===== config.mk =====
export PLATFORM = sky130hd
export DESIGN_NAME = spi_fifo_hub
export DESIGN_NICKNAME = d
export VERILOG_FILES = /design/src/rtl/sfh_pkg.sv /design/src/rtl/sfh_fifo.sv /design/src/rtl/sfh_limit_reg.sv /design/src/rtl/sfh_irq.sv /design/src/rtl/spi_fifo_hub.sv
export SDC_FILE = /design/constraint.sdc
export NUM_CORES = 1
export LEC_CHECK = 0
export ABC_AREA = 1
export ABC_CLOCK_PERIOD_IN_PS = 2400
export CORE_MARGIN = 10
export CORE_UTILIZATION = 42
export CTS_CLUSTER_SIZE = 20
export DETAILED_ROUTE_END_ITERATION = 16
export PLACE_DENSITY_LB_ADDON = 0.3
export SLEW_MARGIN = 10
export SYNTH_ARGS = -nofsm -noshare
export SYNTH_HDL_FRONTEND = slang
export SYNTH_SLANG_ARGS = --single-unit

===== constraint.sdc =====
create_clock -name clk -period 2.4 [get_ports clk]
set_input_delay 0.48 -clock clk [delete_from_list [all_inputs] [get_ports clk]]
set_output_delay 0.48 -clock clk [all_outputs]
set_load 0.01 [all_outputs]

===== src/rtl/sfh_pkg.sv =====
package sfh_pkg;

  typedef enum logic [3:0] {
    A_TXDATA = 4'd0,
    A_RXDATA = 4'd1,
    A_TXLVL  = 4'd2,
    A_RXLVL  = 4'd3,
    A_TXTHR  = 4'd4,
    A_RXTHR  = 4'd5,
    A_STAT   = 4'd6,
    A_IMASK  = 4'd7,
    A_IRAW   = 4'd8,
    A_IMSK   = 4'd9,
    A_ICLR   = 4'd10,
    A_DMAEN  = 4'd11,
    A_TXDMA  = 4'd12,
    A_RXDMA  = 4'd13
  } reg_addr_e;

  localparam int IRQ_W = 5;
  localparam int CLR_W = 4;

  // interrupt bit positions
  localparam int IB_TXLOW  = 0;
  localparam int IB_TXOVF  = 1;
  localparam int IB_RXUDF  = 2;
  localparam int IB_RXOVF  = 3;
  localparam int IB_RXHIGH = 4;

  // clear register bit positions
  localparam int CB_ALL   = 0;
  localparam int CB_RXUDF = 1;
  localparam int CB_RXOVF = 2;
  localparam int CB_TXOVF = 3;

  // index of each guarded level register
  localparam int G_TXTHR = 0;
  localparam int G_RXTHR = 1;
  localparam int G_TXDMA = 2;
  localparam int G_RXDMA = 3;
  localparam int G_NUM   = 4;

endpackage


===== src/rtl/sfh_fifo.sv =====
module sfh_fifo #(
  parameter int DW    = 16,
  parameter int DEPTH = 32,
  localparam int AW   = (DEPTH > 1) ? $clog2(DEPTH) : 1,
  localparam int CW   = $clog2(DEPTH + 1)
) (
  input  logic          clk,
  input  logic          rst_n,
  input  logic          push_req,
  input  logic [DW-1:0] push_data,
  input  logic          pop_req,
  output logic [DW-1:0] head,
  output logic [CW-1:0] count,
  output logic          full,
  output logic          empty
);

  logic [DW-1:0] mem [DEPTH];
  logic [AW-1:0] wr_ptr, rd_ptr;
  logic          do_push, do_pop;

  // full and empty come from the count held before this edge
  assign full    = (count == CW'(DEPTH));
  assign empty   = (count == '0);
  assign do_push = push_req && !full;
  assign do_pop  = pop_req && !empty;
  assign head    = mem[rd_ptr];

  function automatic logic [AW-1:0] bump(input logic [AW-1:0] p);
    return (p == AW'(DEPTH - 1)) ? '0 : p + AW'(1);
  endfunction

  always_ff @(posedge clk) begin
    if (do_push) mem[wr_ptr] <= push_data;
  end

  always_ff @(posedge clk or negedge rst_n) begin
    if (!rst_n) begin
      wr_ptr <= '0;
      rd_ptr <= '0;
      count  <= '0;
    end else begin
      if (do_push) wr_ptr <= bump(wr_ptr);
      if (do_pop)  rd_ptr <= bump(rd_ptr);
      case ({do_push, do_pop})
        2'b10:   count <= count + CW'(1);
        2'b01:   count <= count - CW'(1);
        default: count <= count;
      endcase
    end
  end

endmodule


===== src/rtl/sfh_limit_reg.sv =====
module sfh_limit_reg #(
  parameter int DW    = 16,
  parameter int W     = 6,
  parameter int LIMIT = 32
) (
  input  logic          clk,
  input  logic          rst_n,
  input  logic          we,
  input  logic [DW-1:0] wdata,
  output logic [W-1:0]  q
);

  logic accept;
  assign accept = we && (32'(wdata) < 32'(LIMIT));

  always_ff @(posedge clk or negedge rst_n) begin
    if (!rst_n)      q <= '0;
    else if (accept) q <= wdata[W-1:0];
  end

endmodule


===== src/rtl/sfh_irq.sv =====
module sfh_irq
  import sfh_pkg::*;
(
  input  logic             clk,
  input  logic             rst_n,
  input  logic             tx_low,
  input  logic             rx_high,
  input  logic             ev_txovf,
  input  logic             ev_rxudf,
  input  logic             ev_rxovf,
  input  logic             clr_we,
  input  logic [CLR_W-1:0] clr_bits,
  input  logic             mask_we,
  input  logic [IRQ_W-1:0] mask_wdata,
  output logic [IRQ_W-1:0] raw,
  output logic [IRQ_W-1:0] mask,
  output logic [IRQ_W-1:0] masked,
  output logic             irq
);

  logic [2:0] ev, clr, sticky;

  // sticky slot order: transmit overflow, receive underflow, receive overflow
  assign ev  = {ev_rxovf, ev_rxudf, ev_txovf};
  assign clr = {3{clr_we && clr_bits[CB_ALL]}} |
               ({3{clr_we}} & {clr_bits[CB_RXOVF], clr_bits[CB_RXUDF], clr_bits[CB_TXOVF]});

  for (genvar si = 0; si < 3; si++) begin : g_sticky
    always_ff @(posedge clk or negedge rst_n) begin
      if (!rst_n) sticky[si] <= 1'b0;
      else        sticky[si] <= (sticky[si] && !clr[si]) || ev[si];
    end
  end

  always_ff @(posedge clk or negedge rst_n) begin
    if (!rst_n)       mask <= '0;
    else if (mask_we) mask <= mask_wdata;
  end

  always_comb begin
    raw            = '0;
    raw[IB_TXLOW]  = tx_low;
    raw[IB_TXOVF]  = sticky[0];
    raw[IB_RXUDF]  = sticky[1];
    raw[IB_RXOVF]  = sticky[2];
    raw[IB_RXHIGH] = rx_high;
  end

  assign masked = raw & mask;
  assign irq    = |masked;

endmodule


===== src/rtl/spi_fifo_hub.sv =====
module spi_fifo_hub
  import sfh_pkg::*;
#(
  parameter int DW    = 16,
  parameter int DEPTH = 32,
  localparam int CW   = $clog2(DEPTH + 1)
) (
  input  logic          clk,
  input  logic          rst_n,
  input  logic          reg_wr,
  input  logic          reg_rd,
  input  logic [3:0]    reg_addr,
  input  logic [DW-1:0] reg_wdata,
  output logic [DW-1:0] reg_rdata,
  output logic          tx_valid,
  input  logic          tx_ready,
  output logic [DW-1:0] tx_data,
  input  logic          rx_valid,
  output logic          rx_ready,
  input  logic [DW-1:0] rx_data,
  input  logic          eng_busy,
  output logic          irq,
  output logic          tx_dma_req,
  output logic          rx_dma_req
);

  reg_addr_e a;
  assign a = reg_addr_e'(reg_addr);

  logic          tx_push, rx_pop;
  logic [CW-1:0] tx_cnt, rx_cnt;
  logic          tx_full, tx_empty, rx_full, rx_empty;
  logic [DW-1:0] rx_head;

  assign tx_push  = reg_wr && (a == A_TXDATA);
  assign rx_pop   = reg_rd && (a == A_RXDATA);
  assign tx_valid = !tx_empty;
  assign rx_ready = 1'b1;

  sfh_fifo #(.DW(DW), .DEPTH(DEPTH)) u_txq (
    .clk(clk), .rst_n(rst_n),
    .push_req(tx_push), .push_data(reg_wdata),
    .pop_req(tx_ready), .head(tx_data),
    .count(tx_cnt), .full(tx_full), .empty(tx_empty)
  );

  sfh_fifo #(.DW(DW), .DEPTH(DEPTH)) u_rxq (
    .clk(clk), .rst_n(rst_n),
    .push_req(rx_valid), .push_data(rx_data),
    .pop_req(rx_pop), .head(rx_head),
    .count(rx_cnt), .full(rx_full), .empty(rx_empty)
  );

  // guarded level registers: thresholds and DMA levels
  logic [G_NUM-1:0] g_we;
  logic [CW-1:0]    g_q [G_NUM];

  always_comb begin
    g_we          = '0;
    g_we[G_TXTHR] = reg_wr && (a == A_TXTHR);
    g_we[G_RXTHR] = reg_wr && (a == A_RXTHR);
    g_we[G_TXDMA] = reg_wr && (a == A_TXDMA);
    g_we[G_RXDMA] = reg_wr && (a == A_RXDMA);
  end

  for (genvar gi = 0; gi < G_NUM; gi++) begin : g_lim
    sfh_limit_reg #(.DW(DW), .W(CW), .LIMIT(DEPTH)) u_lim (
      .clk(clk), .rst_n(rst_n), .we(g_we[gi]), .wdata(reg_wdata), .q(g_q[gi])
    );
  end

  logic [1:0] dma_en;
  always_ff @(posedge clk or negedge rst_n) begin
    if (!rst_n)                          dma_en <= '0;
    else if (reg_wr && (a == A_DMAEN))   dma_en <= reg_wdata[1:0];
  end

  assign tx_dma_req = dma_en[1] && (tx_cnt <= g_q[G_TXDMA]);
  assign rx_dma_req = dma_en[0] && (rx_cnt >  g_q[G_RXDMA]);

  logic [IRQ_W-1:0] irq_raw, irq_mask, irq_masked;

  sfh_irq u_irq (
    .clk(clk), .rst_n(rst_n),
    .tx_low(tx_cnt <= g_q[G_TXTHR]),
    .rx_high(rx_cnt > g_q[G_RXTHR]),
    .ev_txovf(tx_push && tx_full),
    .ev_rxudf(rx_pop && rx_empty),
    .ev_rxovf(rx_valid && rx_full),
    .clr_we(reg_wr && (a == A_ICLR)),
    .clr_bits(reg_wdata[CLR_W-1:0]),
    .mask_we(reg_wr && (a == A_IMASK)),
    .mask_wdata(reg_wdata[IRQ_W-1:0]),
    .raw(irq_raw), .mask(irq_mask), .masked(irq_masked), .irq(irq)
  );

  logic [4:0] status;
  assign status = {rx_full, rx_empty, tx_empty, tx_full, eng_busy};

  always_comb begin
    reg_rdata = '0;
    if (reg_rd) begin
      case (a)
        A_RXDATA: reg_rdata = rx_empty ? '0 : rx_head;
        A_TXLVL:  reg_rdata = DW'(tx_cnt);
        A_RXLVL:  reg_rdata = DW'(rx_cnt);
        A_TXTHR:  reg_rdata = DW'(g_q[G_TXTHR]);
        A_RXTHR:  reg_rdata = DW'(g_q[G_RXTHR]);
        A_STAT:   reg_rdata = DW'(status);
        A_IMASK:  reg_rdata = DW'(irq_mask);
        A_IRAW:   reg_rdata = DW'(irq_raw);
        A_IMSK:   reg_rdata = DW'(irq_masked);
        A_DMAEN:  reg_rdata = DW'(dma_en);
        A_TXDMA:  reg_rdata = DW'(g_q[G_TXDMA]);
        A_RXDMA:  reg_rdata = DW'(g_q[G_RXDMA]);
        default:  reg_rdata = '0;
      endcase
    end
  end

endmodule


==> impl_metrics.py, run 1 <==
metrics = {
    "sta": {
        "rsz0062_at_grt": "true",
        "fmax_mhz": 310,
        "fin_worst_skew_ns": 0.0274,
        "fin_crit_ns": 3.23,
        "report.final.slew_viol_count": 0,
        "worstMarginPinSlew_ns": 0.580,
        "hold_viol": 0,
        "finalSetupViolations": 39,
        "slew_headroom": 0.613,
        "fin_ws_ns": -0.828,
        "period_share": 1.35,
    },
    "clock_tree": {
        "cts_max_level": 3,
        "cts_sinks": 1090,
        "clk_path_buf_depth": 3,
        "numCtsBuffers": 110,
        "cts-root-buf": "clkbuf_16",
        "clk_latency_ns": 0.71,
        "cts_tree": "built",
        "path_clk_slew_ns": 0.06,
    },
    "detailed_routing": {
        "wl_mm": 136,
        "vias": 33200,
        "routed_via_density": 5.44,
        "ant_nets": 0,
        "post-route-drc-count": 0,
        "dr.pass1.iters": 6,
        "drtIter0Drc": 3919,
        "wl_per_cell_um": 22.3,
    },
    "synthesis": {
        "synthCells": 4085,
        "synth_nets": 4178,
        "synth_async_sr_flop_share": 0.0606,
        "synth_compound_area_frac": 0.0833,
        "synthSimpleGateAreaFrac": 0.150,
        "synthMuxAreaShare": 0.000244,
        "syn_avg_cell_area_um2": 11.3,
        "synth_edf_count": 1024,
        "synth-seq-cells": 1090,
        "synth_xor_xnor_area_share": 0.00152,
        "ys.warnings.count": 0,
        "synth_fa_ha_area_frac": 0.0139,
        "synthDistinctLibCells": 45,
        "ys.flop_type": "edfxtp_1",
        "seq_area_frac_synth": 0.701,
        "syn_area_um2": 46200,
        "synth_top_family_by_area": "simple AND/OR/NAND/NOR gates",
    },
    "run_status": {
        "outcome": "finished with violations",
        "violations": "negative setup slack",
    },
    "place": {
        "dpl.hpwl_mm": 77.6,
        "dp.cells": 5757,
        "gp_congestion": 0.846,
        "pre_cts_slack_ns": -0.719,
        "numPortBuffers": 78,
    },
    "global_route": {
        "overflow": 0,
        "first_global_vias": 31500,
        "grt_use_total": 0.210,
        "grt_first_pass_wirelength_mm": 197,
        "antenna_found_initial": 3,
        "grt_max_degree": 41,
    },
    "floorplan": {
        "start_util": 0.424,
        "dieHeight_um": 352,
        "die-area_um2": 124000,
        "fp.dieW_um": 352,
        "core_area_um2": 109000,
        "io-pin-count": 80,
        "rows": 121,
    },
    "setup_path": {
        "required_ns": 1.92,
        "endpoint_kind": "output port",
        "cp.arrival_ns": 2.75,
        "critPathMaxFanout": 7,
        "critPathKind": "reg -> out",
        "startpoint_type": "flop",
    },
    "cells_and_area": {
        "fillCellCount": 8742,
        "layout.nets": 4692,
        "layout-drive-gt1-share": 0.277,
        "area_growth_pct": 31.9,
        "antenna_cells": 0,
        "stdcell_count": 6108,
        "final_cell_mix": "1024 x edfxtp_1, 615 x nor2_1, 458 x nand2_1, 279 x o21ai_0, 277 x inv_1",
        "final_common_cell": "edfxtp_1",
    },
    "power_and_ir_drop": {
        "power.leakage_nw": 22.7,
        "p_per_area_nw_per_um2": 1150,
        "peakVddDrop_v": 0.000726,
    },
    "flow_run": {
        "cap_violations": 0,
    },
    "worst_hold_path": {
        "hold_path_class": "in -> reg",
    },
}
-- power breakdown --
part / internal, mW / leakage (nW) / switching (mW) / total, mW
Combinational: 12.9 / 11.0 / 17.3 / 30.2
Clock: 10.3 / 1.82 / 7.33 / 17.6
Sequential: 21.6 / 9.95 / 0.537 / 22.1
-- layer usage --
layer,up-vias,global-route usage,part of all wire
met5,-,0,0
met2,1383,0.336,0.47
li1,15300,-,-
met1,16400,0.295,0.42
met3,229,0.0330,0.078
met4,0,0.0649,0.026
-- registers in the layout, summed over array words and instances (netlist names), 6 cells and up --
register       flops
u_rxq.mem        512
u_txq.mem        512
u_txq.count        6
u_rxq.count        6
g_lim.u_lim.q     24
-- worst max-delay path, stage by stage, from the launching register on --
cell and delay [ns]:
dfrtp_4 0.61, buf_16 0.21, buf_6 0.13, nor2_1 0.09, nor2_1 0.05, o21ai_1 0.10, o211ai_1 0.10, o211ai_1 0.26
nand2_1 0.17, nand2_2 0.16, inv_2 0.05, buf_6 0.11
-- area by class of cell --
cell class | instances | area [um^2] | area share
Multi-Input combinational cell | 2468 | 13900 | 0.228
Timing Repair Buffer | 617 | 7910 | 0.130
Tap cell | 1414 | 1770 | 0.0290
Clock buffer | 146 | 3000 | 0.0493
Inverter | 310 | 1210 | 0.0199
Clock inverter | 61 | 719 | 0.0118
Timing Repair inverter | 2 | 28.8 | 0.000472
Sequential cell | 1090 | 32400 | 0.532
-- through the flow --
| step | hold slack [ns] | utilization | cell area, um^2 | setup TNS, ns | power [mW] |
|---|---|---|---|---|---|
| after floorplan | 0.184 | - | 46300 | -10.08 | 34.2 |
| after global placement | 0.467 | 0.480 | 52400 | -253.87 | 44.2 |
| after detailed placement | 0.478 | 0.480 | 52400 | -257.68 | 44.4 |
| after CTS | 0.228 | 0.542 | 59000 | -25.95 | 66.9 |
| after global routing | 0.264 | 0.559 | 60900 | -29.75 | 73.0 |
| final | 0.267 | 0.559 | 60900 | -25.48 | 70.0 |
-- final timing paths --
check / from / to / slack, ns / depth (start not counted)
min in group asynchronous: rst_n / g_lim[2].u_lim.q[2] / 0.30 / 2
setup / recovery: u_txq.rd_ptr[0] / tx_data[2] / -0.83 / 11
max in group asynchronous: rst_n / u_irq.raw[3] / 1.42 / 3
hold / removal: reg_wdata[2] / u_irq.mask[2] / 0.27 / 3
hold reg to reg: dma_en[1] / dma_en[1] / 0.50 / 2
setup reg to reg: u_txq.count[3] / u_txq.count[5] / -0.24 / 20
-- cell families (layout without fill, tap and decap cells) --
kind of cell,Yosys count,after routing
buf+inv,527,1136
compound gates,708,708
other cells,1,1
mux,1,1
flops,1090,1090
fa+ha+maj,50,50
simple gates,1700,1700
xor+xnor,8,8
-- cells in the mapped netlist, drive strengths merged, types with 2 or more instances --
cell type / instances / share of area
ha: 48 / 0.013
nor2: 750 / 0.061
o211ai: 82 / 0.013
clkinv: 2 / 0.00016
or2: 27 / 0.0037
xnor2: 2 / 0.00038
buf: 134 / 0.017
fa: 2 / 0.00087
o22ai: 49 / 0.0066
dfrtp: 66 / 0.036
inv: 308 / 0.025
nand2: 569 / 0.046
a21oi: 57 / 0.0062
o21ai: 508 / 0.055
clkbuf: 83 / 0.0068
nand3b: 4 / 0.00065
edfxtp: 1024 / 0.67
nand4: 10 / 0.0014
nor3: 31 / 0.0034
a31oi: 4 / 0.00068
nand3: 305 / 0.033
nor4: 3 / 0.00054
a21boi: 2 / 0.00032
xor2: 6 / 0.0011
-- what timing repair did --
item,4_1_cts,5_1_grt
gates resized for setup,638,420
setup endpoints to repair,40,540
cloned,36,15
endpoints found under the hold margin,36,0
hold buffers,1,0
setup buffers,65,38
pin swaps,203,240
Note: power is estimated with default switching activity, not from simulation.
==> run 2: changes to the inputs <==
Settings changed: CTS_CLUSTER_SIZE 20 to not set.
==> results of run 2 <==
The final DEF is identical to that of run 1; final timing and power are the same.
